==> src/rtl/spi_presc_pkg.sv <==
package spi_presc_pkg;

    localparam int DIV_W      = 2;
    localparam int BRG_W      = 6;
    localparam int DIV_HI     = (1 << DIV_W) - 1;
    localparam int BRG_LO     = 4;
    localparam int BRG_HI     = (1 << BRG_W) - 1;
    localparam int BASE_SHIFT = 2;
    localparam int PC_W       = DIV_HI + 1;

    // Quotient bounds that define an out-of-range request
    localparam int FAST_Q = (BRG_LO + 1) << BASE_SHIFT;
    localparam int SLOW_Q = ((BRG_HI + 1) << (BASE_SHIFT + DIV_HI)) + 1;

    typedef struct packed {
        logic [DIV_W-1:0] div;
        logic [BRG_W-1:0] brg;
    } presc_cfg_t;

    typedef enum logic [1:0] {
        S_IDLE,
        S_DIVIDE,
        S_SEARCH
    } solve_state_e;

    function automatic presc_cfg_t cfg_reset();
        presc_cfg_t c;
        c.div = '0;
        c.brg = BRG_W'(BRG_LO);
        return c;
    endfunction

endpackage

==> src/rtl/spi_presc_div.sv <==
module spi_presc_div #(
    parameter int W = 32
) (
    input  logic         clk,
    input  logic         rst,
    input  logic         start,
    input  logic [W-1:0] num,
    input  logic [W-1:0] den,
    output logic         done,
    output logic [W-1:0] quot
);
    localparam int CW = $clog2(W + 1);

    logic [W:0]    rem;
    logic [W-1:0]  q;
    logic [W-1:0]  d;
    logic [CW-1:0] cnt;
    logic          busy;
    logic [W:0]    shifted;
    logic          ge;

    always_comb begin
        shifted = {rem[W-1:0], q[W-1]};
        ge      = shifted >= {1'b0, d};
    end

    always_ff @(posedge clk) begin
        if (rst) begin
            busy <= 1'b0;
            done <= 1'b0;
            rem  <= '0;
            q    <= '0;
            d    <= '0;
            cnt  <= '0;
        end else begin
            done <= 1'b0;
            if (!busy) begin
                if (start) begin
                    busy <= 1'b1;
                    rem  <= '0;
                    q    <= num;
                    d    <= den;
                    cnt  <= '0;
                end
            end else begin
                rem <= ge ? (shifted - {1'b0, d}) : shifted;
                q   <= {q[W-2:0], ge};
                cnt <= cnt + 1'b1;
                if (cnt == CW'(W - 1)) begin
                    busy <= 1'b0;
                    done <= 1'b1;
                end
            end
        end
    end

    assign quot = q;

    // completion strobe of the divider is a single cycle
    p_div_done_pulse_r5: assert property (@(posedge clk) disable iff (rst)
        done |=> !done);

endmodule

==> src/rtl/spi_presc_solver.sv <==
module spi_presc_solver
    import spi_presc_pkg::*;
#(
    parameter int HZ_W = 32
) (
    input  logic            clk,
    input  logic            rst,
    input  logic            start,
    input  logic [HZ_W-1:0] main_hz,
    input  logic [HZ_W-1:0] speed_hz,
    output logic            done,
    output logic            err,
    output presc_cfg_t      cfg
);
    solve_state_e     state;
    logic [DIV_W-1:0] idx;
    logic [HZ_W-1:0]  quot_q;
    logic [HZ_W-1:0]  dv_quot;
    logic             dv_done;
    logic             dv_start;
    logic [HZ_W-1:0]  cand;
    logic             too_fast;
    logic             fits;
    logic             last_idx;
    logic             range_err;

    assign dv_start = (state == S_IDLE) && start;

    spi_presc_div #(.W(HZ_W)) u_div (
        .clk   (clk),
        .rst   (rst),
        .start (dv_start),
        .num   (main_hz),
        .den   (speed_hz),
        .done  (dv_done),
        .quot  (dv_quot)
    );

    always_comb begin
        cand      = quot_q >> (BASE_SHIFT + int'(idx));
        too_fast  = cand < HZ_W'(BRG_LO + 1);
        fits      = cand <= HZ_W'(BRG_HI + 1);
        last_idx  = idx == DIV_W'(DIV_HI);
        range_err = (quot_q < HZ_W'(FAST_Q)) || (quot_q >= HZ_W'(SLOW_Q));
    end

    always_ff @(posedge clk) begin
        if (rst) begin
            state  <= S_IDLE;
            idx    <= '0;
            quot_q <= '0;
            done   <= 1'b0;
            err    <= 1'b0;
            cfg    <= cfg_reset();
        end else begin
            done <= 1'b0;
            case (state)
                S_IDLE: begin
                    if (start) state <= S_DIVIDE;
                end
                S_DIVIDE: begin
                    if (dv_done) begin
                        quot_q <= dv_quot;
                        idx    <= '0;
                        state  <= S_SEARCH;
                    end
                end
                S_SEARCH: begin
                    if (too_fast || fits || last_idx) begin
                        state <= S_IDLE;
                        done  <= 1'b1;
                        err   <= range_err;
                        if (too_fast) begin
                            cfg.div <= idx;
                            cfg.brg <= BRG_W'(BRG_LO);
                        end else if (fits) begin
                            cfg.div <= idx;
                            cfg.brg <= BRG_W'(cand - HZ_W'(1));
                        end else begin
                            cfg.div <= DIV_W'(DIV_HI);
                            cfg.brg <= BRG_W'(BRG_HI);
                        end
                    end else begin
                        idx <= idx + 1'b1;
                    end
                end
                default: state <= S_IDLE;
            endcase
        end
    end

    // every reported fine value is inside the legal window
    p_brg_window_r3: assert property (@(posedge clk) disable iff (rst)
        done |-> (cfg.brg >= BRG_W'(BRG_LO)) && (cfg.brg <= BRG_W'(BRG_HI)));

    // an out-of-range result is either the fast clamp or the slow clamp
    p_err_clamp_r4: assert property (@(posedge clk) disable iff (rst)
        (done && err && cfg.brg != BRG_W'(BRG_LO))
            |-> (cfg.div == DIV_W'(DIV_HI) && cfg.brg == BRG_W'(BRG_HI)));

    // results hold between completions
    p_result_hold_r5: assert property (@(posedge clk) disable iff (rst)
        (!done && $past(!rst)) |-> ($stable(cfg) && $stable(err)));

endmodule

==> src/rtl/spi_presc_clkgen.sv <==
module spi_presc_clkgen
    import spi_presc_pkg::*;
(
    input  logic       clk,
    input  logic       rst,
    input  logic       en,
    input  logic       cpol,
    input  presc_cfg_t cfg_in,
    output logic       sclk,
    output logic       lead_tick,
    output logic       trail_tick
);
    presc_cfg_t       shadow;
    logic             cpol_q;
    logic             ph;
    logic [PC_W-1:0]  pcnt;
    logic [BRG_W-1:0] bcnt;
    logic [PC_W:0]    pre_span;
    logic             pre_wrap;
    logic             fine_wrap;

    always_comb begin
        pre_span  = (PC_W + 1)'(2) << shadow.div;
        pre_wrap  = {1'b0, pcnt} == (pre_span - (PC_W + 1)'(1));
        fine_wrap = bcnt == shadow.brg;
    end

    always_ff @(posedge clk) begin
        if (rst) begin
            shadow     <= cfg_reset();
            cpol_q     <= 1'b0;
            ph         <= 1'b0;
            pcnt       <= '0;
            bcnt       <= '0;
            lead_tick  <= 1'b0;
            trail_tick <= 1'b0;
        end else if (!en) begin
            shadow     <= cfg_in;
            cpol_q     <= cpol;
            ph         <= 1'b0;
            pcnt       <= '0;
            bcnt       <= '0;
            lead_tick  <= 1'b0;
            trail_tick <= 1'b0;
        end else begin
            lead_tick  <= 1'b0;
            trail_tick <= 1'b0;
            if (pre_wrap) begin
                pcnt <= '0;
                if (fine_wrap) begin
                    bcnt       <= '0;
                    ph         <= ~ph;
                    lead_tick  <= ~ph;
                    trail_tick <= ph;
                end else begin
                    bcnt <= bcnt + 1'b1;
                end
            end else begin
                pcnt <= pcnt + 1'b1;
            end
        end
    end

    assign sclk = ph ^ cpol_q;

    // a held-off generator rests at the sampled polarity with no strobes
    p_idle_level_r7: assert property (@(posedge clk) disable iff (rst)
        (!en && $past(!en) && $past(!rst)) |-> (sclk == $past(cpol) && !lead_tick && !trail_tick));

    // the two strobes never coincide
    p_tick_excl_r9: assert property (@(posedge clk) disable iff (rst)
        !(lead_tick && trail_tick));

    // a strobe marks a cycle in which the serial clock has just moved
    p_tick_edge_r9: assert property (@(posedge clk) disable iff (rst)
        ((lead_tick || trail_tick) && $past(!rst)) |-> (sclk != $past(sclk)));

endmodule

==> src/rtl/spi_presc_top.sv <==
module spi_presc_top
    import spi_presc_pkg::*;
#(
    parameter int HZ_W = 32
) (
    input  logic            clk,
    input  logic            rst,
    input  logic            solve_start,
    input  logic [HZ_W-1:0] main_hz,
    input  logic [HZ_W-1:0] speed_hz,
    output logic            solve_done,
    output logic            solve_err,
    output logic [DIV_W-1:0] cfg_div,
    output logic [BRG_W-1:0] cfg_brg,
    input  logic            sclk_en,
    input  logic            cpol,
    output logic            sclk,
    output logic            lead_tick,
    output logic            trail_tick
);
    presc_cfg_t solved;

    spi_presc_solver #(.HZ_W(HZ_W)) u_solver (
        .clk      (clk),
        .rst      (rst),
        .start    (solve_start),
        .main_hz  (main_hz),
        .speed_hz (speed_hz),
        .done     (solve_done),
        .err      (solve_err),
        .cfg      (solved)
    );

    spi_presc_clkgen u_clkgen (
        .clk        (clk),
        .rst        (rst),
        .en         (sclk_en),
        .cpol       (cpol),
        .cfg_in     (solved),
        .sclk       (sclk),
        .lead_tick  (lead_tick),
        .trail_tick (trail_tick)
    );

    assign cfg_div = solved.div;
    assign cfg_brg = solved.brg;

endmodule

==> config.mk <==
export PLATFORM = sky130hd
export DESIGN_NAME = spi_presc_top
export DESIGN_NICKNAME = d
export VERILOG_FILES = /design/src/rtl/spi_presc_pkg.sv /design/src/rtl/spi_presc_div.sv /design/src/rtl/spi_presc_solver.sv /design/src/rtl/spi_presc_clkgen.sv /design/src/rtl/spi_presc_top.sv
export SDC_FILE = /design/constraint.sdc
export NUM_CORES = 1
export LEC_CHECK = 0
export ABC_CLOCK_PERIOD_IN_PS = 2500
export BUFFER_PORTS_ARGS = -buffer_cell sky130_fd_sc_hd__buf_2
export CORE_MARGIN = 2
export CORE_UTILIZATION = 54
export DETAILED_ROUTE_END_ITERATION = 7
export PLACE_DENSITY = 0.76
export SYNTH_ARGS = -nofsm -noshare
export SYNTH_HDL_FRONTEND = slang
export SYNTH_SLANG_ARGS = --single-unit
==> constraint.sdc <==
create_clock -name clk -period 2.5 [get_ports clk]
set_clock_uncertainty 0.05 [all_clocks]
set_input_delay 0.125 -clock clk [delete_from_list [all_inputs] [get_ports clk]]
set_output_delay 0.125 -clock clk [all_outputs]
set_load 0.01 [all_outputs]
==> metrics.txt <==
hold wc startpoint main_hz[30]; Compound-Gate Fraction of Synth Area between 15 and 20%; Clock power frac around 13%; clk_lat worst skew ~450 ps; Clock Pin Slew Worst Setup and Hold Paths 80 ps; H-tree levels 4; Synth Area in Simple Gates around 22%; post-DR vias/cell 6.34; Post-DP HPWL between 15000 and 20000 µm; sequential-to-total area share from yosys stat 37.6%; DR WL/cell about 21 µm; critical path data required time between 2000 and 3000 ps; FFs w/ async S/R, synth 0%; initial core utilization a little under three fifths; worst hold path class in -> reg; final non-filler cell total between 1500 and 2000; Final Core Density slightly below 80%; area taken by multi-input logic gates between 5000 and 6000 µm²; Overall Global Routing Usage a little over a third; CTS buffer count 17; crit path capture type register; max-slew violations 0; Synth cell types 63; mux share of post-synthesis cell area 5.85%; CP startpoint kind register; CTS root buffer clkbuf_16; Warnings, synthesis 0; Routed Wire Length about 34000 µm; Hold Vio Cnt, Final 3; first-pass GRT wire length ~51000 µm; failing checks negative hold slack, negative setup slack; f_max about 300 MHz; largest net degree at the start of global routing 88; Crit Path Class reg -> reg; Yosys reg bits 172; die span in x 134 µm; Final WS setup -842 ps; layout cell share with drive strength beyond 1 slightly below 30%; CP Launch Point u_solver.u_div.d[19]; area delta synth->final 39.7%; fin nets between 1500 and 2000; CORE AREA 16600 µm²; io pins around 80; number of global-route vias before repair 10053; Power Density 1650 nW/µm²; RSZ-0062 raised after global routing true; sequential group share of total power 15.7%; CTS tree yes; final period utilization 134%; crit path time final about 3300 ps; outcome complete, but fails checks; total clock sinks 172; fill count ~1000; actual slew at the worst max-slew pin approximately 910 ps; WP data arrival around 3600 ps; syn nets 1276; routed via count 10519; Rows 47; peak supply drop 1.29 mV; DRT antenna net count 0; die height 134 µm; Remaining DRCs 0; ANT cells 0; CP Max Fanout 8; hold slack -6.96 ps; total grt overflow 0; worst r2r src u_solver.u_div.d[19]; post-synthesis adder-cell area fraction under 10%; Comb pwr share a little under three quarters; port bufs between 80 and 90; Final Setup Violations 33; number of synthesized flops with an enable pin 0; Inst Count DP about 1500; Avg Inst Size Synth between 7 and 8 µm²; Net Switching between 9 and 10 mW; max-cap viol count 0; Int Pwr 11.6 mW; top_reg_cell synth dfxtp_1; LEAKAGE 5.33 nW; Mapped Area around 9200 µm²; die area 18000 µm²; Initial DRC Count ~1300; Max Buffers Root-to-Sink 2; Rel. slew slack about two fifths; routability cong. 0.892; Synth Area in XOR/XNOR 4.02%; main combinational cell family by area after synthesis simple AND/OR/NAND/NOR gates; switching part of the total power a little under half; TritonRoute pass-1 iters 8; Post-Syn Instances around 1200; Reg area around 3500 µm²; total negative slack -24710 ps; initial antenna violation count 0
==> power groups by stage <==
stage,logic [mW],clock network (mW),registers (mW)
floorplan,5.84,0,3.21
global placement,9.13,0,3.24
detailed placement,9.24,0,3.25
CTS,12.5,2.68,3.24
global route,15.5,2.83,3.32
finish,15.1,2.70,3.31
==> placed cells by master, fill, tap and decap left out, types with 11 or more instances in the layout <==
cell / instances
xor2_1: 20
nor2_1: 116
mux2i_1: 47
ha_4: 20
dfxtp_1: 154
ha_1: 18
dfxtp_2: 17
o211ai_1: 22
nand3_1: 21
clkbuf_16: 17
buf_6: 22
nand2_1: 190
nand4_1: 23
buf_4: 155
nand2b_1: 11
nor3_1: 16
dlygate4sd3_1: 46
a21o_1: 20
o21ai_0: 16
inv_1: 36
buf_2: 81
a21oi_1: 142
xnor2_1: 22
==> registers in the layout (all words and copies together), names as in the netlist, 4 cells and up <==
signal	cells
u_solver.quot_q	32
u_solver.u_div.d	32
u_solver.u_div.quot	32
u_solver.u_div.rem	32
u_clkgen.shadow	8
u_solver.cfg	8
u_clkgen.bcnt	6
u_solver.u_div.cnt	6
u_clkgen.pcnt	4
==> area by class of cell <==
class,count,share of cell area (%)
clock buffers,19,3.54
clock inverters,13,1.14
inverters,44,1.29
multi-input cells,881,45.9
flip-flops and latches,172,27.1
well taps,220,2.15
repair buffers,311,18.9
==> Yosys cell counts (3+ instances only) <==
cell type | instances | share of area, %
buf_2 | 7 | 0.38
nand3b_1 | 3 | 0.25
nor4_1 | 10 | 0.68
nor2b_1 | 7 | 0.48
a32o_1 | 6 | 0.66
nand2_1 | 193 | 7.9
buf_4 | 3 | 0.25
a211o_1 | 3 | 0.29
a21oi_1 | 152 | 8.3
ha_1 | 38 | 5.2
nand3_1 | 26 | 1.4
o21a_1 | 8 | 0.66
clkbuf_1 | 54 | 2.2
inv_1 | 44 | 1.8
nor2_1 | 121 | 5.0
mux2_2 | 4 | 0.49
buf_6 | 3 | 0.37
buf_1 | 5 | 0.20
dfxtp_1 | 172 | 38
mux2i_1 | 49 | 5.4
and2_1 | 6 | 0.41
and3_1 | 9 | 0.61
o211ai_1 | 22 | 1.8
nor3_1 | 23 | 1.3
xor2_1 | 20 | 1.9
a21o_1 | 21 | 1.7
a211oi_1 | 9 | 0.74
a31oi_1 | 5 | 0.34
or2_2 | 3 | 0.20
or3_1 | 9 | 0.61
nand4_1 | 23 | 1.6
o21bai_1 | 6 | 0.49
xnor2_1 | 22 | 2.1
nand2b_1 | 12 | 0.82
o31ai_1 | 10 | 0.82
o21ai_0 | 25 | 1.4
==> worst max-delay path, stage by stage, from the launching register on <==
cell and delay, ps:
dfxtp_1 340, inv_1 80, ha_1 330, nand2_2 90, nor2_2 120, nand4_1 350
nor4_4 570, a221o_1 420, a211o_4 280, buf_6 170, buf_4 120, o21ai_1 50
a32o_1 260
==> kinds of logic after synthesis <==
family                   count (synthesis)
AO/OA/AOI/OAI                          292
buffers and inverters                  116
multiplexers                            53
flip-flops                             172
XOR/XNOR                                42
adder cells (fa/ha/maj)                 39
AND/OR/NAND/NOR                        454
==> metrics by stage <==
| step | power (mW) | setup slack, ps | instance area, µm² |
|---|---|---|---|
| floorplan | 9.06 | -203 | 9210 |
| global placement | 12.4 | -285 | 10700 |
| detailed placement | 12.5 | -400 | 10700 |
| CTS | 18.4 | -249 | 12600 |
| global route | 21.7 | -839 | 12800 |
| finish | 21.1 | -842 | 12800 |
==> final timing paths <==
| kind | end | slack (ps) | depth (start not counted) |
|---|---|---|---|
| min | u_solver.u_div.quot[30] | -7 | 5 |
| max | u_solver.u_div.rem[15] | -840 | 12 |
| max reg2reg | u_solver.u_div.rem[15] | -840 | 12 |
| min reg2reg | u_solver.u_div.d[24] | 410 | 2 |
==> repair_timing <==
item	in CTS	in global routing
buffers inserted	28	11
hold buffers	46	0
cloned	6	0
gates resized for setup	108	48
endpoints found under the hold margin	46	0
pin swaps	46	42
setup endpoints to repair	33	44
==> routing by layer <==
| layer | GRT usage, % | vias to the layer above | share of wire, % |
|---|---|---|---|
| met1 | 40.2 | 4872 | 36 |
| met3 | 8.16 | 294 | 9.7 |
| met4 | 24.1 | 0 | 8.7 |
| li1 | - | 4608 | - |
| met5 | 0 | - | 0 |
| met2 | 58.3 | 745 | 46 |
No activity file was read; power rests on OpenSTA's default activity.
